===== src/rtl/gci_act_pkg.sv =====
package gci_act_pkg;

    localparam int CI_W = 4;
    localparam logic [CI_W-1:0] CI_IDLE = 4'hF;
    localparam logic [CI_W-1:0] CI_TIMING_REQ = 4'h0;

    typedef enum logic [1:0] {
        ST_DEACT  = 2'd0,
        ST_PEND   = 2'd1,
        ST_FZ     = 2'd2,
        ST_ACTIVE = 2'd3
    } gci_state_e;

    typedef struct packed {
        logic            valid;
        logic [CI_W-1:0] code;
    } ci_hist_t;

    function automatic logic ci_confirms(ci_hist_t hist, logic [CI_W-1:0] rx,
                                         logic [CI_W-1:0] held);
        return hist.valid && (hist.code == rx) && (rx != held);
    endfunction

    function automatic logic line_level(gci_state_e st, logic din);
        case (st)
            ST_ACTIVE: return din;
            ST_FZ:     return 1'b0;
            default:   return 1'b1;
        endcase
    endfunction

endpackage


===== src/rtl/gci_clk_mon.sv =====
module gci_clk_mon #(
    parameter int SYNC_STAGES = 2,
    parameter int TIMEOUT_CYC = 64
) (
    input  logic clk,
    input  logic rst,
    input  logic bit_clk,
    output logic alive
);
    localparam int CW = $clog2(TIMEOUT_CYC + 1);
    localparam logic [CW-1:0] LIMIT = CW'(TIMEOUT_CYC);

    logic [SYNC_STAGES:0] sync_q;
    logic [CW-1:0]        gap_q;
    logic                 rise;

    always_ff @(posedge clk) begin
        if (rst) sync_q <= '0;
        else     sync_q <= {sync_q[SYNC_STAGES-1:0], bit_clk};
    end

    assign rise = sync_q[SYNC_STAGES-1] & ~sync_q[SYNC_STAGES];

    always_ff @(posedge clk) begin
        if (rst)               gap_q <= LIMIT;
        else if (rise)         gap_q <= '0;
        else if (gap_q != LIMIT) gap_q <= gap_q + 1'b1;
    end

    assign alive = (gap_q != LIMIT);
endmodule


===== src/rtl/gci_ci_filter.sv =====
module gci_ci_filter
    import gci_act_pkg::*;
(
    input  logic            clk,
    input  logic            rst,
    input  logic            flush,
    input  logic            strobe,
    input  logic [CI_W-1:0] rx_ci,
    output logic [CI_W-1:0] held,
    output logic            fresh
);
    ci_hist_t hist_q;

    always_ff @(posedge clk) begin
        if (rst || flush) begin
            hist_q <= '0;
            held   <= CI_IDLE;
            fresh  <= 1'b0;
        end else begin
            fresh <= 1'b0;
            if (strobe) begin
                if (ci_confirms(hist_q, rx_ci, held)) begin
                    held  <= rx_ci;
                    fresh <= 1'b1;
                end
                hist_q <= '{valid: 1'b1, code: rx_ci};
            end
        end
    end
endmodule


===== src/rtl/gci_act_ctrl.sv =====
module gci_act_ctrl
    import gci_act_pkg::*;
#(
    parameter int TIMEOUT_CYC = 64,
    parameter int SYNC_STAGES = 2
) (
    input  logic       clk,
    input  logic       rst,
    input  logic       bit_clk,
    input  logic       ci_strobe,
    input  logic [3:0] rx_ci,
    input  logic       force_zero,
    input  logic [3:0] host_ci,
    input  logic       tx_data_in,
    input  logic       irq_en,
    input  logic       irq_ack,
    output logic       tx_data_out,
    output logic [3:0] tx_ci,
    output logic [1:0] state_o,
    output logic [3:0] ind_code,
    output logic       irq
);
    gci_state_e state_q, state_d;
    logic       clk_alive;
    logic       ind_new;
    logic       pend_q;

    gci_clk_mon #(.SYNC_STAGES(SYNC_STAGES), .TIMEOUT_CYC(TIMEOUT_CYC)) i_mon (
        .clk(clk), .rst(rst), .bit_clk(bit_clk), .alive(clk_alive)
    );

    gci_ci_filter i_filt (
        .clk(clk), .rst(rst), .flush(~clk_alive), .strobe(ci_strobe),
        .rx_ci(rx_ci), .held(ind_code), .fresh(ind_new)
    );

    always_comb begin
        state_d = state_q;
        if (force_zero) begin
            state_d = ST_FZ;
        end else begin
            case (state_q)
                ST_DEACT:  if (clk_alive) state_d = ST_PEND;
                ST_PEND:   if (!clk_alive) state_d = ST_DEACT;
                           else if (ind_new) state_d = ST_ACTIVE;
                ST_FZ:     state_d = clk_alive ? ST_ACTIVE : ST_DEACT;
                ST_ACTIVE: if (!clk_alive) state_d = ST_DEACT;
                default:   state_d = ST_DEACT;
            endcase
        end
    end

    always_ff @(posedge clk) begin
        if (rst) state_q <= ST_DEACT;
        else     state_q <= state_d;
    end

    always_ff @(posedge clk) begin
        if (rst)          pend_q <= 1'b0;
        else if (ind_new) pend_q <= 1'b1;
        else if (irq_ack) pend_q <= 1'b0;
    end

    assign irq         = pend_q & irq_en;
    assign state_o     = state_q;
    assign tx_data_out = line_level(state_q, tx_data_in);
    assign tx_ci       = (state_q == ST_FZ) ? CI_TIMING_REQ : host_ci;
endmodule


===== config.mk =====
export PLATFORM = sky130hd
export DESIGN_NAME = gci_act_ctrl
export DESIGN_NICKNAME = d
export VERILOG_FILES = /design/src/rtl/gci_act_pkg.sv /design/src/rtl/gci_clk_mon.sv /design/src/rtl/gci_ci_filter.sv /design/src/rtl/gci_act_ctrl.sv
export SDC_FILE = /design/constraint.sdc
export NUM_CORES = 1
export LEC_CHECK = 0
export ABC_AREA = 1
export BUFFER_PORTS_ARGS = -buffer_cell sky130_fd_sc_hd__buf_2
export CORE_UTILIZATION = 47
export DETAILED_ROUTE_END_ITERATION = 10
export GPL_TIMING_DRIVEN = 0
export PLACE_DENSITY = 0.71
export SETUP_SLACK_MARGIN = 0.5
export SYNTH_ARGS = -nofsm -noshare
export SYNTH_HDL_FRONTEND = slang
export SYNTH_SLANG_ARGS = --single-unit
export TNS_END_PERCENT = 1

===== constraint.sdc =====
create_clock -name clk -period 1.29 [get_ports clk]
set_input_delay 0.1935 -clock clk [delete_from_list [all_inputs] [get_ports clk]]
set_output_delay 0.1935 -clock clk [all_outputs]
set_load 0.02 [all_outputs]

After elaboration in Yosys (flattened, before gate mapping). Index checks and enable logic that the tools add are counted.

Bits in registers: 23. Input port bits: 16. Word-level logic and storage cells: 54.

$add $sub $neg: 1. Eq/ne operators: 12. Muxes and demuxes: 14. Bitwise logic cells: 5. Reductions and logical operators: 12.

Operators by type and width (count): $mux W7 (2); $mux W2 (6); $pmux W2 S4 (1); $add A7 B1 Y7 const B (1); $ne A7 B7 Y1 const B (1); $ne A3 B3 Y1 const B (2); $reduce_and A3 Y1 (2); $reduce_or A2 Y1 (3); $eq A2 B2 Y1 const B (2); $eq A4 B4 Y1 (1); $mux W4 (1); $ne A2 B2 Y1 const B (2); $ne A4 B3 Y1 const B (1); $ne A4 B4 Y1 (1); $reduce_bool A2 Y1 (2); $mux W1 (3); $ne A3 B2 Y1 const B (1); $not A1 Y1 (3); $and A1 B1 Y1 (2); $eq A2 B1 Y1 const B (1); $logic_and A1 B1 Y1 (2); $logic_not A2 Y1 (1); $pmux W1 S2 (1); $reduce_and A2 Y1 (1); $logic_or A1 B1 Y1 (1).

Longest topological paths before layout.
Depth after elaboration: 4. Mapped depth: 10.

Modules after synthesis. From an unflattened synthesis, not the netlist that was laid out.

Cells, all modules: 188. Area, all modules: 1335.0 sq um.

By module, submodules not included: gci_ci_filter (instances 1, cells an instance 76, area each 541.8 sq um, sequential area each 200.2 sq um); gci_clk_mon (instances 1, cells an instance 62, area each 465.4 sq um, sequential area each 200.2 sq um); gci_act_ctrl (instances 1, cells an instance 50, area each 327.8 sq um, sequential area each 60.1 sq um).

Least setup slack after synthesis. No wires, ideal clock.

Path kind: reg-to-output. From: reg state_q[0], in the netlist state_o[0]. To: out tx_data_out. Arrival time: 1355 ps. Path slack: -258 ps. Cell stages (with the launch flop): 4. Cells stage by stage: dfxtp_1 -> inv_1 -> ha_1 -> o21ai_0.

Longest elaborated chain between the ends: 2.

Ends and longest elaborated chain: start, declared (RTL line gci_act_ctrl.sv:23) `gci_state_e state_q, state_d;`; start signal, assigned (RTL line gci_act_ctrl.sv:55) `else state_q <= state_d;`; $eq A2 B2 Y1 (RTL line gci_act_pkg.sv:25) `case (st)`; $pmux W1 S2 * (RTL line gci_act_pkg.sv:25); end, declared (RTL line gci_act_ctrl.sv:17) `output logic tx_data_out,`.

Every way passes the cells marked *; elsewhere a longest branch is shown, timed or not.

Worst setup path in the final report. Same ends and word-level chain as after synthesis.

==> results_tabular.tex <==
\begin{tabular}{lr}
\hline
Metric & Value \\
\hline
\multicolumn{2}{l}{\textbf{Status}} \\
Result of the run & finished with violations \\
Violated checks & setup timing \\
\multicolumn{2}{l}{\textbf{Layout}} \\
Layout overhead on the synthesized area & 36.8\% \\
Antenna diodes & 0 \\
Layout cell share with drive strength beyond 1 & 0.433 \\
Final net count & 234 \\
\multicolumn{2}{l}{\textbf{Timing}} \\
Final period demand of the worst path & 1.42 ns \\
Tightest Pin Transition & 0.245 ns \\
Endpoints failing hold & 0 \\
Highest clock rate & 0.703 GHz \\
Rel. slew slack & 0.836 \\
PnR worst setup slack & -0.133 ns \\
Final-report max-slew violation count & 0 \\
Setup Viol. Count Final & 6 \\
Period utilisation layout & 1.10 \\
Worst-case clock skew & 0.00388 ns \\
RSZ-0062 raised after global routing & yes \\
\multicolumn{2}{l}{\textbf{GRT}} \\
Initial antenna violation count & 0 \\
Global-route wire length before repair & 4330 um \\
Total global routing track utilization & 0.210 \\
Total overflow reported by the global router & 0 \\
Via count of the first global-routing pass & 1124 \\
Largest net degree at the start of global routing & 14 \\
\multicolumn{2}{l}{\textbf{Clocking}} \\
Number of buffers inserted for hold repair after clock tree synthesis & 0 \\
Root buf cell & clkbuf\_4 \\
Register clock-pin slew on the reported worst setup and hold paths & 0.13 ns \\
Clock tree from TritonCTS & built \\
TritonCTS buffer count & 3 \\
Clock Sink Count & 23 \\
Later-pin clock latency in the skew report & 0.31 ns \\
Maximum root-to-sink buffer count & 2 \\
Max H-tree Level & 1 \\
\multicolumn{2}{l}{\textbf{Yosys}} \\
Synthesized instance count & 179 \\
Combined area of all synthesized cells & 1240 sq um \\
Largest area contributor in the synthesized netlist & dfxtp\_1 \\
Number of synthesized register bits & 23 \\
Top-area cell type share of the netlist area & 0.372 \\
Number of distinct library cells after synthesis & 23 \\
Post-synthesis net count & 202 \\
Part of the Yosys area used for sequential elements & 0.372 \\
Synthesized area per cell & 6.91 sq um \\
Top cells by area in the synthesized netlist & dfxtp\_1 (37\%), nand2\_1 (12\%), inv\_1 (10\%) \\
Number of warnings issued by yosys & 0 \\
\multicolumn{2}{l}{\textbf{Placed design}} \\
Final Wtd Congestion & 0.776 \\
Total half-perimeter wirelength after legalization and detailed placement & 2000 um \\
Place WS & 0.00925 ns \\
Port-buffer cells & 26 \\
\multicolumn{2}{l}{\textbf{Power and ir drop}} \\
Power, Total & 2.19 mW \\
Reported leakage power & 0.796 nW \\
Clk network pwr share & 0.150 \\
Peak supply drop & 0.893 mV \\
Reg power frac & 0.403 \\
NetSw & 0.894 mW \\
Total power per unit cell area & 1290 nW/um\^{}2 \\
Share of power burned in combinational logic & 0.447 \\
Internal Dissipation & 1.30 mW \\
Switching power as a share of total power & 0.408 \\
\multicolumn{2}{l}{\textbf{Floorplanning}} \\
Floorplan row count & 18 \\
Die Outline Area & 2840 sq um \\
Height of the die & 53.3 um \\
X dimension of the die & 53.3 um \\
Total core area & 2480 sq um \\
Starting Density & 0.499 \\
Total I/O pin count & 28 \\
\multicolumn{2}{l}{\textbf{Routing}} \\
DRC violation total after the first TritonRoute iteration & 13 \\
Antenna violation net count after detailed routing & 0 \\
\# DRC & 0 \\
Total wire length after detailed routing & 2700 um \\
Total iterations of the first detailed-routing run & 4 \\
Routed vias & 1170 \\
Detailed-route wire length per cell & 11.2 um \\
Via density per instance & 4.88 \\
\multicolumn{2}{l}{\textbf{Worst setup path}} \\
Critical path launch point & state\_o[0]\$\_SDFFE\_PP0P\_ \\
Setup crit end kind & primary output \\
Worst EP arrival & 1.23 ns \\
Highest net fanout along the worst path & 5 \\
Sort of element at the start of the critical path & flop \\
Kind of critical path & reg -> out \\
Launching point of the worst reg2reg path & state\_o[0]\$\_SDFFE\_PP0P\_ \\
Endpoint required time on the critical path & 1.10 ns \\
\multicolumn{2}{l}{\textbf{Hold path}} \\
Worst min-delay path class & in -> reg \\
Startpoint of the most critical hold path & bit\_clk \\
\multicolumn{2}{l}{\textbf{Flow run}} \\
Reported max-cap violation count & 0 \\
\hline
\end{tabular}
==> metal layers <==
metal / GRT usage / vias up / routed length, um
met5: 0 / - / 0
li1: - / 613 / -
met4: 0.0789 / 0 / 31
met2: 0.388 / 25 / 1430
met1: 0.232 / 528 / 1140
met3: 0.0402 / 4 / 100
==> cells in the mapped netlist, drive strengths merged <==
master and count:
xor2 2, nor2 31, nor3 1, or2 1, o21ai 5, nand2 43
nand4 6, inv 34, clkbuf 1, a21oi 9, nand3b 1, xnor2 2
dfxtp 23, ha 7, nand3 12, a22oi 1
==> critical path, stage by stage, from the launching register on <==
cell,delay (ns)
dfxtp_4,0.42
inv_4,0.05
ha_4,0.20
o21ai_4,0.13
buf_6,0.13
==> registers in the layout (all words and copies together), names as in the netlist <==
register       cells
i_mon.gap_q        7
i_filt.hist_q      5
i_filt.held        4
i_mon.sync_q       3
state_o            2
i_filt.fresh       1
pend_q             1
==> worst paths after layout <==
check	endpoint	slack, ns	cells after the start
hold / removal	i_mon.sync_q[0]$_SDFF_PP0_	0.07	3
hold reg to reg	i_mon.sync_q[1]$_SDFF_PP0_	0.41	2
setup reg to reg	state_o[1]$_SDFFE_PP0P_	-0.03	9
setup / recovery	tx_data_out	-0.13	4
==> metrics by stage <==
stage	instances	util	instance area (sq um)	setup TNS, ns	hold WS (ns)
floorplan	179	-	1330	0	0.256
global placement	235	0.604	1500	0	0.394
detailed placement	235	0.604	1500	0	0.405
CTS	240	0.674	1670	-0.624	0.0606
global route	240	0.683	1690	-1.13	0.0515
finish	240	0.683	1690	-0.535	0.0721
==> cell usage in the layout (no fill, tap or decap), types with 2 or more instances in the layout <==
cell type / netlist / layout
nand2_1: 40 / 39
inv_1: 33 / 23
nor2_1: 27 / 20
buf_2: 0 / 16
dfxtp_1: 23 / 10
buf_6: 0 / 10
dfxtp_2: 0 / 9
inv_2: 1 / 8
nand3_2: 2 / 8
nor2_4: 1 / 7
a21oi_1: 9 / 7
nand4_1: 6 / 6
nor2_2: 3 / 4
ha_4: 0 / 4
dfxtp_4: 0 / 4
inv_4: 0 / 3
nand2_2: 2 / 3
nand3_1: 9 / 3
o21ai_0: 5 / 3
ha_2: 0 / 3
clkbuf_4: 0 / 3
xor2_1: 2 / 2
xnor2_1: 2 / 2
a21oi_2: 0 / 2
==> cell type report <==
cell class	count	area, sq um
clock inverters	1	5.00
clock buffers	3	22.5
inverters	34	135
well taps	30	37.5
repair buffers	27	200
plain buffers	1	5.00
multi-input cells	121	801
fillers	203	785
flip-flops and latches	23	487
==> kinds of logic (layout without fill, tap and decap cells) <==
| logic type | Yosys count | after routing | synth area share |
|---|---|---|---|
| AO/OA/AOI/OAI | 15 | 15 | 0.0627 |
| XOR/XNOR | 4 | 4 | 0.0283 |
| adder cells (fa/ha/maj) | 7 | 7 | 0.0708 |
| buffers and inverters | 35 | 66 | 0.107 |
| flip-flops | 23 | 23 | 0.372 |
| AND/OR/NAND/NOR | 95 | 95 | 0.359 |
==> repair_timing <==
item	CTS	global route
pin swaps	19	3
gates resized for setup	46	10
buffers inserted	1	0
setup endpoints to repair	31	31
==> power by group through the flow <==
stage	clock network (mW)	logic, mW	registers [mW]
2_1_floorplan	0	0.647	0.891
3_3_place_gp	0	0.814	0.880
3_5_place_dp	0	0.858	0.885
4_1_cts	0.343	0.971	0.886
5_1_grt	0.369	1.10	0.897
6_report	0.329	0.979	0.882
(Power assumes the default switching activity.)
